==> src/rtl/tagcache_pkg.sv <==
package tagcache_pkg;
   typedef enum logic [1:0] {
      REPL_LRU  = 2'd0,
      REPL_FIFO = 2'd1,
      REPL_RAND = 2'd2
   } repl_policy_e;

   localparam logic [15:0] LFSR_TAPS = 16'hB400;
endpackage

==> src/rtl/tc_lookup.sv <==
module tc_lookup #(
   parameter int WAYS  = 4,
   parameter int TAG_W = 24,
   parameter int WAY_W = 2
) (
   input  logic [WAYS-1:0][TAG_W-1:0] tag_row,
   input  logic [WAYS-1:0]            valid_row,
   input  logic [TAG_W-1:0]           tag_in,
   input  logic [WAY_W-1:0]           pol_victim,
   output logic                       hit,
   output logic [WAY_W-1:0]           hit_way,
   output logic [WAYS-1:0]            hit_vec,
   output logic [WAY_W-1:0]           victim_way,
   output logic                       victim_valid
);
   logic [WAY_W-1:0] free_way;
   logic             has_free;

   for (genvar w = 0; w < WAYS; w++) begin : g_cmp
      assign hit_vec[w] = valid_row[w] && (tag_row[w] == tag_in);
   end

   always_comb begin
      hit_way  = '0;
      free_way = '0;
      for (int w = WAYS - 1; w >= 0; w--) begin
         if (hit_vec[w])    hit_way  = WAY_W'(w);
         if (!valid_row[w]) free_way = WAY_W'(w);
      end
   end

   assign hit          = |hit_vec;
   assign has_free     = ~&valid_row;
   assign victim_way   = has_free ? free_way : pol_victim;
   assign victim_valid = !has_free;
endmodule

==> src/rtl/tc_repl.sv <==
module tc_repl
   import tagcache_pkg::*;
#(
   parameter int           SETS   = 16,
   parameter int           WAYS   = 4,
   parameter int           IDX_W  = 4,
   parameter int           WAY_W  = 2,
   parameter repl_policy_e POLICY = REPL_LRU
) (
   input  logic             clk,
   input  logic             rst_n,
   input  logic             flush,
   input  logic             touch_en,
   input  logic [IDX_W-1:0] touch_set,
   input  logic [WAY_W-1:0] touch_way,
   input  logic             fill_en,
   input  logic [IDX_W-1:0] fill_set,
   input  logic [WAY_W-1:0] fill_way,
   input  logic [IDX_W-1:0] query_set,
   output logic [WAY_W-1:0] pol_victim
);
   if (POLICY == REPL_LRU) begin : g_lru
      logic [SETS-1:0][WAYS-1:0][WAY_W-1:0] age_q;
      logic [SETS-1:0]                      upd;
      logic [SETS-1:0][WAY_W-1:0]           upd_way;

      always_comb begin
         for (int s = 0; s < SETS; s++) begin
            upd[s]     = 1'b0;
            upd_way[s] = '0;
            if (fill_en && fill_set == IDX_W'(s)) begin
               upd[s]     = 1'b1;
               upd_way[s] = fill_way;
            end else if (touch_en && touch_set == IDX_W'(s)) begin
               upd[s]     = 1'b1;
               upd_way[s] = touch_way;
            end
         end
      end

      always_ff @(posedge clk or negedge rst_n) begin
         if (!rst_n) begin
            for (int s = 0; s < SETS; s++)
               for (int w = 0; w < WAYS; w++) age_q[s][w] <= WAY_W'(w);
         end else if (flush) begin
            for (int s = 0; s < SETS; s++)
               for (int w = 0; w < WAYS; w++) age_q[s][w] <= WAY_W'(w);
         end else begin
            for (int s = 0; s < SETS; s++) begin
               if (upd[s]) begin
                  for (int w = 0; w < WAYS; w++) begin
                     if (WAY_W'(w) == upd_way[s])
                        age_q[s][w] <= '0;
                     else if (age_q[s][w] < age_q[s][upd_way[s]])
                        age_q[s][w] <= age_q[s][w] + 1'b1;
                  end
               end
            end
         end
      end

      always_comb begin
         pol_victim = '0;
         for (int w = 0; w < WAYS; w++)
            if (age_q[query_set][w] == WAY_W'(WAYS - 1)) pol_victim = WAY_W'(w);
      end
   end else if (POLICY == REPL_FIFO) begin : g_fifo
      logic [SETS-1:0][WAY_W-1:0] ptr_q;
      logic                       unused_touch;
      assign unused_touch = ^{touch_en, touch_set, touch_way, fill_way};

      always_ff @(posedge clk or negedge rst_n) begin
         if (!rst_n) begin
            ptr_q <= '0;
         end else if (flush) begin
            ptr_q <= '0;
         end else if (fill_en) begin
            ptr_q[fill_set] <= (ptr_q[fill_set] == WAY_W'(WAYS - 1)) ? '0
                               : ptr_q[fill_set] + 1'b1;
         end
      end
      assign pol_victim = ptr_q[query_set];
   end else begin : g_rand
      logic [15:0] lfsr_q;
      logic        unused_rand;
      assign unused_rand = ^{touch_en, touch_set, touch_way, fill_en, fill_set,
                             fill_way, query_set, flush};

      always_ff @(posedge clk or negedge rst_n) begin
         if (!rst_n) lfsr_q <= 16'h0001;
         else        lfsr_q <= {1'b0, lfsr_q[15:1]} ^ (lfsr_q[0] ? LFSR_TAPS : 16'h0000);
      end
      assign pol_victim = WAY_W'(32'(lfsr_q) % WAYS);
   end
endmodule

==> src/rtl/tc_delay.sv <==
module tc_delay #(
   parameter int W     = 8,
   parameter int DEPTH = 1
) (
   input  logic         clk,
   input  logic         rst_n,
   input  logic         in_valid,
   input  logic [W-1:0] in_data,
   output logic         out_valid,
   output logic [W-1:0] out_data
);
   logic [DEPTH-1:0]        v_q;
   logic [DEPTH-1:0][W-1:0] d_q;

   always_ff @(posedge clk or negedge rst_n) begin
      if (!rst_n) begin
         v_q <= '0;
      end else begin
         v_q[0] <= in_valid;
         for (int i = 1; i < DEPTH; i++) v_q[i] <= v_q[i-1];
      end
   end

   always_ff @(posedge clk) begin
      d_q[0] <= in_data;
      for (int i = 1; i < DEPTH; i++) d_q[i] <= d_q[i-1];
   end

   assign out_valid = v_q[DEPTH-1];
   assign out_data  = d_q[DEPTH-1];
endmodule

==> src/rtl/tagcache_ctrl.sv <==
module tagcache_ctrl
   import tagcache_pkg::*;
#(
   parameter int           SETS        = 16,
   parameter int           BLOCK_BYTES = 16,
   parameter int           WAYS        = 4,
   parameter int           ADDR_W      = 32,
   parameter repl_policy_e POLICY      = REPL_LRU,
   parameter int           HIT_LAT     = 2,
   localparam int          OFF_W       = $clog2(BLOCK_BYTES),
   localparam int          IDX_BITS    = $clog2(SETS),
   localparam int          IDX_W       = (IDX_BITS > 0) ? IDX_BITS : 1,
   localparam int          WAY_W       = (WAYS > 1) ? $clog2(WAYS) : 1,
   localparam int          TAG_W       = ADDR_W - OFF_W - IDX_BITS
) (
   input  logic              clk,
   input  logic              rst_n,
   input  logic              flush,
   input  logic              req_valid,
   input  logic              req_write,
   input  logic [ADDR_W-1:0] req_addr,
   input  logic              fill_valid,
   input  logic [ADDR_W-1:0] fill_addr,
   input  logic [WAY_W-1:0]  fill_way,
   output logic              rsp_valid,
   output logic              rsp_hit,
   output logic [WAY_W-1:0]  rsp_hit_way,
   output logic [WAY_W-1:0]  rsp_victim_way,
   output logic              rsp_victim_valid
);
   localparam int PAY_W = 2 + 2 * WAY_W;

   if (SETS < 1 || (SETS & (SETS - 1)) != 0) begin : g_bad_sets
      $error("SETS must be a power of two");
   end
   if (BLOCK_BYTES < 1 || (BLOCK_BYTES & (BLOCK_BYTES - 1)) != 0) begin : g_bad_blk
      $error("BLOCK_BYTES must be a power of two");
   end
   if (WAYS < 1 || (WAYS & (WAYS - 1)) != 0) begin : g_bad_ways
      $error("WAYS must be a power of two");
   end
   if (HIT_LAT < 1 || HIT_LAT > 8) begin : g_bad_lat
      $error("HIT_LAT must lie in 1..8");
   end
   if (TAG_W < 1) begin : g_bad_tag
      $error("ADDR_W too small for the geometry");
   end

   logic [SETS-1:0][WAYS-1:0][TAG_W-1:0] tag_q;
   logic [SETS-1:0][WAYS-1:0]            valid_q;

   logic [IDX_W-1:0] req_idx, fill_idx;
   logic [TAG_W-1:0] req_tag, fill_tag;

   if (IDX_BITS == 0) begin : g_one_set
      assign req_idx  = '0;
      assign fill_idx = '0;
   end else begin : g_many_sets
      assign req_idx  = req_addr[OFF_W +: IDX_BITS];
      assign fill_idx = fill_addr[OFF_W +: IDX_BITS];
   end
   assign req_tag  = req_addr[ADDR_W-1 -: TAG_W];
   assign fill_tag = fill_addr[ADDR_W-1 -: TAG_W];

   logic unused_bits;
   assign unused_bits = ^{req_write, req_addr[OFF_W-1:0], fill_addr[OFF_W-1:0]};

   always_ff @(posedge clk or negedge rst_n) begin
      if (!rst_n)          valid_q <= '0;
      else if (flush)      valid_q <= '0;
      else if (fill_valid) valid_q[fill_idx][fill_way] <= 1'b1;
   end

   always_ff @(posedge clk) begin
      if (fill_valid && !flush) tag_q[fill_idx][fill_way] <= fill_tag;
   end

   logic [WAYS-1:0]  lk_hit_vec, lk_valid_row;
   logic             lk_hit, lk_victim_valid;
   logic [WAY_W-1:0] lk_hit_way, lk_victim_way, pol_victim;

   assign lk_valid_row = valid_q[req_idx];

   tc_repl #(
      .SETS(SETS), .WAYS(WAYS), .IDX_W(IDX_W), .WAY_W(WAY_W), .POLICY(POLICY)
   ) repl_i (
      .clk(clk), .rst_n(rst_n), .flush(flush),
      .touch_en(req_valid && lk_hit), .touch_set(req_idx), .touch_way(lk_hit_way),
      .fill_en(fill_valid), .fill_set(fill_idx), .fill_way(fill_way),
      .query_set(req_idx), .pol_victim(pol_victim)
   );

   tc_lookup #(
      .WAYS(WAYS), .TAG_W(TAG_W), .WAY_W(WAY_W)
   ) look_i (
      .tag_row(tag_q[req_idx]), .valid_row(lk_valid_row), .tag_in(req_tag),
      .pol_victim(pol_victim), .hit(lk_hit), .hit_way(lk_hit_way),
      .hit_vec(lk_hit_vec), .victim_way(lk_victim_way),
      .victim_valid(lk_victim_valid)
   );

   logic [PAY_W-1:0] pay_out;

   tc_delay #(
      .W(PAY_W), .DEPTH(HIT_LAT)
   ) pipe_i (
      .clk(clk), .rst_n(rst_n), .in_valid(req_valid),
      .in_data({lk_hit, lk_hit_way, lk_victim_way, lk_victim_valid}),
      .out_valid(rsp_valid), .out_data(pay_out)
   );

   assign {rsp_hit, rsp_hit_way, rsp_victim_way, rsp_victim_valid} = pay_out;
endmodule

==> config.mk <==
export PLATFORM = sky130hd
export DESIGN_NAME = tagcache_ctrl
export DESIGN_NICKNAME = d
export VERILOG_FILES = /design/src/rtl/tagcache_pkg.sv /design/src/rtl/tc_lookup.sv /design/src/rtl/tc_repl.sv /design/src/rtl/tc_delay.sv /design/src/rtl/tagcache_ctrl.sv
export SDC_FILE = /design/constraint.sdc
export NUM_CORES = 2
export LEC_CHECK = 0
export BUFFER_PORTS_ARGS = -buffer_cell sky130_fd_sc_hd__buf_2
export CORE_MARGIN = 1.5
export CORE_UTILIZATION = 47
export DETAILED_ROUTE_END_ITERATION = 8
export PLACE_DENSITY = 0.61
export SETUP_SLACK_MARGIN = 0.02
export SLEW_MARGIN = 10
export SYNTH_ARGS = -nofsm -noshare
export SYNTH_HDL_FRONTEND = slang
export SYNTH_SLANG_ARGS = --single-unit
==> constraint.sdc <==
create_clock -name clk -period 5.58 [get_ports clk]
set_input_delay 0.279 -clock clk [delete_from_list [all_inputs] [get_ports clk]]
set_output_delay 0.279 -clock clk [all_outputs]
set_load 0.05 [all_outputs]
## After elaboration in Yosys (flattened, before gate mapping)

Index checks and enable logic that the tools add are counted.

| word-level totals | value |
|---|---|
| word-level logic and storage cells | 858 |
| bits in registers | 1742 |
| output and inout port bits | 7 |
| input bits | 72 |

| cells by class | value |
|---|---|
| reduce and logical (&&, ||, !) cells | 206 |
| equal/unequal tests | 85 |
| $add $sub $neg | 64 |
| bitwise logic cells | 1 |
| magnitude comparators | 85 |
| mux-type cells | 270 |

Operators with widths:

| kind | number |
|---|---|
| $bwmux W1536 | 1 |
| $bmux W96 S4 | 1 |
| $demux W96 S4 | 1 |
| $mux W2 | 187 |
| $mux W96 | 2 |
| $reduce_bool A3 Y1 | 64 |
| $mux W8 | 17 |
| $add A2 B1 Y2 const B | 64 |
| $lt A2 B2 Y1 | 64 |
| $mux W128 | 1 |
| $mux W64 | 2 |
| $reduce_and A2 Y1 | 64 |
| $eq A24 B24 Y1 | 4 |
| $bmux W2 S2 | 16 |
| $eq A2 B2 Y1 const A | 32 |
| $eq A4 B4 Y1 const B | 16 |
| $or A64 B64 Y64 | 1 |
| $lt A2 B3 Y1 const B | 17 |
| $demux W24 S2 | 1 |
| $logic_and A1 B1 Y1 | 40 |
| $mux W1 | 34 |
| $reduce_bool A2 Y1 | 17 |
| $bmux W8 S4 | 1 |
| $eq A1 B2 Y1 const A | 16 |
| 17 further kinds | 48 |

## Longest topological paths before layout

| logic depth | value |
|---|---|
| word-level depth | 17 |
| depth in mapped cells | 23 |

## Hierarchy

Synthesis repeated with hierarchy kept, for this count alone.

| unflattened totals | value |
|---|---|
| cells, all modules | 4132 |
| area total of the unflattened synthesis | 72437.0 um^2 |

Modules (own cells, without submodules):

| module | cells an instance | area each (um^2) | instances |
|---|---|---|---|
| tagcache_ctrl | 2678 | 60461.7 | 1 |
| tc_repl | 1281 | 10445.0 | 1 |
| tc_lookup | 153 | 1194.9 | 1 |
| tc_delay | 20 | 335.3 | 1 |

## Least setup slack after synthesis

Ideal clock, no wire load.

| timing | value |
|---|---|
| kind | input port to flip-flop |
| from | input req_addr[5] |
| to | register repl_i.g_lru.age_q[68] in the netlist's numbering |
| path slack | 0.728 ns |
| arrival time | 4.740 ns |
| setup time | 0.111 ns |
| cell stages on the path | 20 |
| data required time | 5.469 ns |
| cells stage by stage | buf_2 -> buf_6 -> buf_6 -> buf_6 -> buf_2 -> buf_4 -> mux4_2 -> mux2i_1 -> xnor2_1 -> mux2i_1 -> nor4_1 -> nand2_1 -> or4_4 -> a211oi_4 -> a22o_1 -> buf_4 -> mux2i_1 -> mux2i_1 -> a311o_1 -> a2111oi_2 |

| on the way | value |
|---|---|
| word-level cells in the longest chain between the ends | 15 |
| elaborated cells between the ends (all ways) | 34 |
| classes of those cells | 1 x order compare; 6 x eq/ne; 17 x mux; 10 x reduce/logical |

RTL lines:

| item | line | RTL |
|---|---|---|
| start: declaration | tagcache_ctrl.sv:21 | `input logic [ADDR_W-1:0] req_addr,` |
| $bmux W96 S4 | tagcache_ctrl.sv:96 | `.tag_row(tag_q[req_idx]), .valid_row(lk_valid_row), .tag_in(req_tag),` |
| $mux W96 (not written as such) | tagcache_ctrl.sv:96 |  |
| $eq A24 B24 Y1 | tc_lookup.sv:20 | `assign hit_vec[w] = valid_row[w] && (tag_row[w] == tag_in);` |
| $logic_and A1 B1 Y1 | tc_lookup.sv:20 |  |
| $mux W2 (4 in a row) | tc_lookup.sv:27 | `if (hit_vec[w]) hit_way = WAY_W'(w);` |
| $mux W2 | tc_repl.sv:34 | `end else if (touch_en && touch_set == IDX_W'(s)) begin` |
| $mux W2 | tc_repl.sv:31 | `if (fill_en && fill_set == IDX_W'(s)) begin` |
| $bmux W2 S2 | tc_repl.sv:54 | `else if (age_q[s][w] < age_q[s][upd_way[s]])` |
| $mux W2 (not written as such) | tc_repl.sv:54 |  |
| $lt A2 B2 Y1 | tc_repl.sv:54 |  |
| $reduce_bool A3 Y1 (no line) | -- |  |
| $reduce_and A2 Y1 (no line) | -- |  |
| end signal: indexed assignment | tc_repl.sv:55 | `age_q[s][w] <= age_q[s][w] + 1'b1;` |
| end: declaration | tc_repl.sv:23 | `logic [SETS-1:0][WAYS-1:0][WAY_W-1:0] age_q;` |

Several ways; a longest one is shown, not always the timed one. The select of a mux whose other input is x is not followed.
A chain may end at the register's enable or synchronous reset.

## Worst setup path after layout

| timing | value |
|---|---|
| from | register tag_q[1518] in the netlist's numbering |
| to | register repl_i.g_lru.age_q[68] in the netlist's numbering |

| on the way | value |
|---|---|
| word-level cells in the longest chain between the ends | 15 |
| elaborated cells between the ends (all ways) | 25 |
| classes of those cells | 1 x order compare; 2 x eq/ne; 15 x mux; 7 x reduce/logical |

RTL lines:

| item | line | RTL |
|---|---|---|
| start: declaration | tagcache_ctrl.sv:49 | `logic [SETS-1:0][WAYS-1:0][TAG_W-1:0] tag_q;` |
| start signal: indexed assignment | tagcache_ctrl.sv:75 | `if (fill_valid && !flush) tag_q[fill_idx][fill_way] <= fill_tag;` |
| $bmux W96 S4 * | tagcache_ctrl.sv:96 |  |
| $mux W96 (not written as such) * | tagcache_ctrl.sv:96 |  |
| $eq A24 B24 Y1 * | tc_lookup.sv:20 |  |
| $logic_and A1 B1 Y1 * | tc_lookup.sv:20 |  |
| $mux W2 (4 in a row) | tc_lookup.sv:27 |  |
| $mux W2 | tc_repl.sv:34 |  |
| $mux W2 | tc_repl.sv:31 |  |
| $bmux W2 S2 | tc_repl.sv:54 |  |
| $mux W2 (not written as such) | tc_repl.sv:54 |  |
| $lt A2 B2 Y1 | tc_repl.sv:54 |  |
| $reduce_bool A3 Y1 (no line) | -- |  |
| $reduce_and A2 Y1 (no line) | -- |  |

Mark *: on every way between the ends. The rest lies on a longest branch, timed or not. The select of a mux whose other input is x is not followed.

==> impl_metrics.tcl <==
set metrics [dict create \
    vias 46800 \
    groute.usage.overall 0.283 \
    clockRootBuffer "clkbuf_16" \
    cts_buffers 179 \
    grt_pass1_wl_um 329000 \
    hold_ws_ps 150 \
    layout-drive-gt1-share 0.267 \
    end_kind "flip-flop" \
    ys_ff_latch 1742 \
    hp-start "fill_addr[22]" \
    fmax_ghz 0.196 \
    ios 79 \
    die_y_um 404 \
    p_total_uw 28500 \
    syn_nets 4687 \
    yosysTopAreaCellShare 0.612 \
    arrival_ps 5800 \
    cts_tree "yes" \
    synth_enable_flop_cells 1536 \
    seq_area_um2 51300 \
    syn-mean-instance-area_um2 16.3 \
    finalHoldViolCount 0 \
    grt_overflow 0 \
    gp_congestion 0.928 \
    ys_warn_count 0 \
    start_util 0.475 \
    rr_worst_depth 15 \
    start_kind "flip-flop" \
    min_period_ps 5090 \
    peakVddDrop_v 0.000357 \
    synth.most_common_cell "edfxtp_1" \
    seq_area_frac_synth 0.680 \
    cts_buffer_depth 3 \
    r2r-end "repl_i.g_lru.age_q[68]" \
    clkSinkCount 1742 \
    multiInputGateArea_um2 22800 \
    worst_slew_pin_slew_ps 1240 \
    fin_area_um2 87400 \
    routed.top_layer "met5" \
    layout_setup_ws_ps 490 \
    leakage_uw 0.0308 \
    path_class "flip-flop to flip-flop" \
    routed-wl-met3_um 21000 \
    regToRegSetupSlack_ps 490 \
    max_slew_margin 0.171 \
    wl_um 231000 \
    r2r_start "tag_q[1518]" \
    post-dp-hpwl_um 144000 \
    route.met2.wl_um 107000 \
    drc 0 \
    io_buffers 69 \
    grt_setup_unrepaired "false" \
    yosysUniqueCellTypes 112 \
    status "complete, no violations" \
    clkLatencyLatePin_ps 850 \
    synth.cell_area_um2 75400 \
    tns_ps 0 \
    nFillCells 12500 \
    rows 146 \
    drt_iter0_drc 5982 \
    slew_viol_final 0 \
    hold_depth 2 \
    setup_viol 0 \
    critPathMaxFanout 8 \
    antenna_found_initial 9 \
    dpl_cell_area_um2 81500 \
    syn_inst 4615 \
    fin_nets 5172 \
    drtPass1Iterations 5 \
    die_w_um 404 \
    grt_max_degree 151 \
    critPathRequiredTime_ps 6290 \
    synthArstFlopShare 0.111 \
    syn2layout_area_growth_pct 15.9 \
    min_path_type "primary input to flip-flop" \
    clk_pin_slew_ps 60 \
    synth_common_cells "edfxtp_1, mux4_2, mux2i_1" \
    skew_ps 36.9 \
    core_um2 159000 \
    ys.flop_type "edfxtp_1" \
    die-area_um2 163000 \
    ant_nets 0 \
    htreeDepth 4 \
    netlist_top_cells_area "edfxtp_1, mux4_2, dfrtp_1, mux2i_1, dfstp_2" \
    power_density_nw_per_um2 326 \
    finalCritPeriodShare 0.912 \
    vias_per_cell 6.39 \
    wl_met1_um 94700 \
    drv_cap 0 \
    synth_top_area_cell "edfxtp_1" \
    hold_path_end "tag_q[566]" \
    first_global_vias 45300 \
    place_ws_ps 82.3 \
    wl_per_cell_um 31.5 \
]
==> kinds of logic (layout without fill, tap and decap cells) <==
group | after synthesis | after routing | synth area share
buffers and inverters | 352 | 985 | 0.0220
AND/OR/NAND/NOR | 777 | 777 | 0.0499
AO/OA/AOI/OAI | 920 | 920 | 0.0853
multiplexers | 719 | 719 | 0.150
XOR/XNOR | 98 | 98 | 0.0114
other | 0 | 11 | 0
adder cells (fa/ha/maj) | 7 | 7 | 0.000929
flip-flops | 1742 | 1742 | 0.680
==> cells in the final DEF (no fill, tap or decap), types with 61 or more instances in the layout <==
cell type / Yosys / routed
o21ai_0: 136 / 136
nor2_1: 242 / 176
xnor2_1: 77 / 77
clkbuf_16: 0 / 182
dfstp_2: 64 / 64
mux2_2: 77 / 77
a21oi_1: 161 / 161
nand2_1: 181 / 181
nor3_1: 61 / 61
inv_1: 84 / 83
edfxtp_1: 1536 / 1536
a21o_1: 75 / 75
mux2i_1: 318 / 318
buf_2: 62 / 63
buf_4: 51 / 454
nand3_1: 76 / 76
a22oi_1: 84 / 84
dfrtp_1: 130 / 130
mux4_2: 322 / 322
==> sequential cells by signal, indices dropped and copies added, names as in the netlist <==
register and flops:
pipe_i.out_data 6, pipe_i.d_q 6, tag_q 1536, pipe_i.v_q 2, repl_i.g_lru.age_q 128, valid_q 64
==> routing by layer <==
layer  vias up  global-route usage
met5         -                   0
li1      19600                   -
met1     24400               0.400
met4         8              0.0962
met3       414              0.0555
met2      2378               0.440
==> timing repair <==
item                                    4_1_cts  5_1_grt
endpoints found under the setup margin        0        0
hold buffers                                  6        0
gates resized for setup                       0        0
endpoints found under the hold margin        74        0
buffers inserted                              0        0
==> worst max-delay path by stage <==
stage | end | cells after the start | slack, ps | start
after global routing | repl_i.g_lru.age_q[88] | 15 | 150 | tag_q[1468]
after global placement | repl_i.g_lru.age_q[88] | 17 | 20 | req_addr[5]
after detailed placement | repl_i.g_lru.age_q[88] | 18 | 80 | req_addr[4]
after floorplan | repl_i.g_lru.age_q[68] | 20 | 730 | req_addr[5]
final | repl_i.g_lru.age_q[68] | 15 | 490 | tag_q[1518]
after CTS | repl_i.g_lru.age_q[68] | 15 | 530 | tag_q[462]
==> area by class of cell <==
| class | instances | area share |
|---|---|---|
| Sequential cell | 1742 | 0.587 |
| Multi-Input combinational cell | 2521 | 0.261 |
| Clock buffer | 223 | 0.0541 |
| Timing Repair Buffer | 560 | 0.0517 |
| Tap cell | 2072 | 0.0297 |
| Clock inverter | 106 | 0.0126 |
| Inverter | 96 | 0.00418 |
| Antenna cell | 11 | 0.000315 |
==> critical path, cell delays in order, from the launching register on <==
cell and delay [ps]:
edfxtp_1 350, mux4_2 480, mux2i_1 370, xnor2_1 140, a2111oi_2 400, a31oi_1 80, or4_4 620, or4_4 580
a211oi_4 280, buf_12 180, a22o_1 150, buf_4 160, mux2i_1 270, mux2i_1 190, a311o_1 390, a2111oi_2 340
==> power by group <==
group	switching, uW	internal, uW
Sequential	83.3	14300
Combinational	1380	781
Clock	5190	6790
Total	6650	21900
==> stage by stage <==
stage,instances,utilization
3_3_place_gp,6985,0.513
2_1_floorplan,4615,-
3_5_place_dp,6985,0.513
5_1_grt,7320,0.550
4_1_cts,7320,0.550
6_report,7331,0.550
No activity file was read; power rests on OpenSTA's default activity.
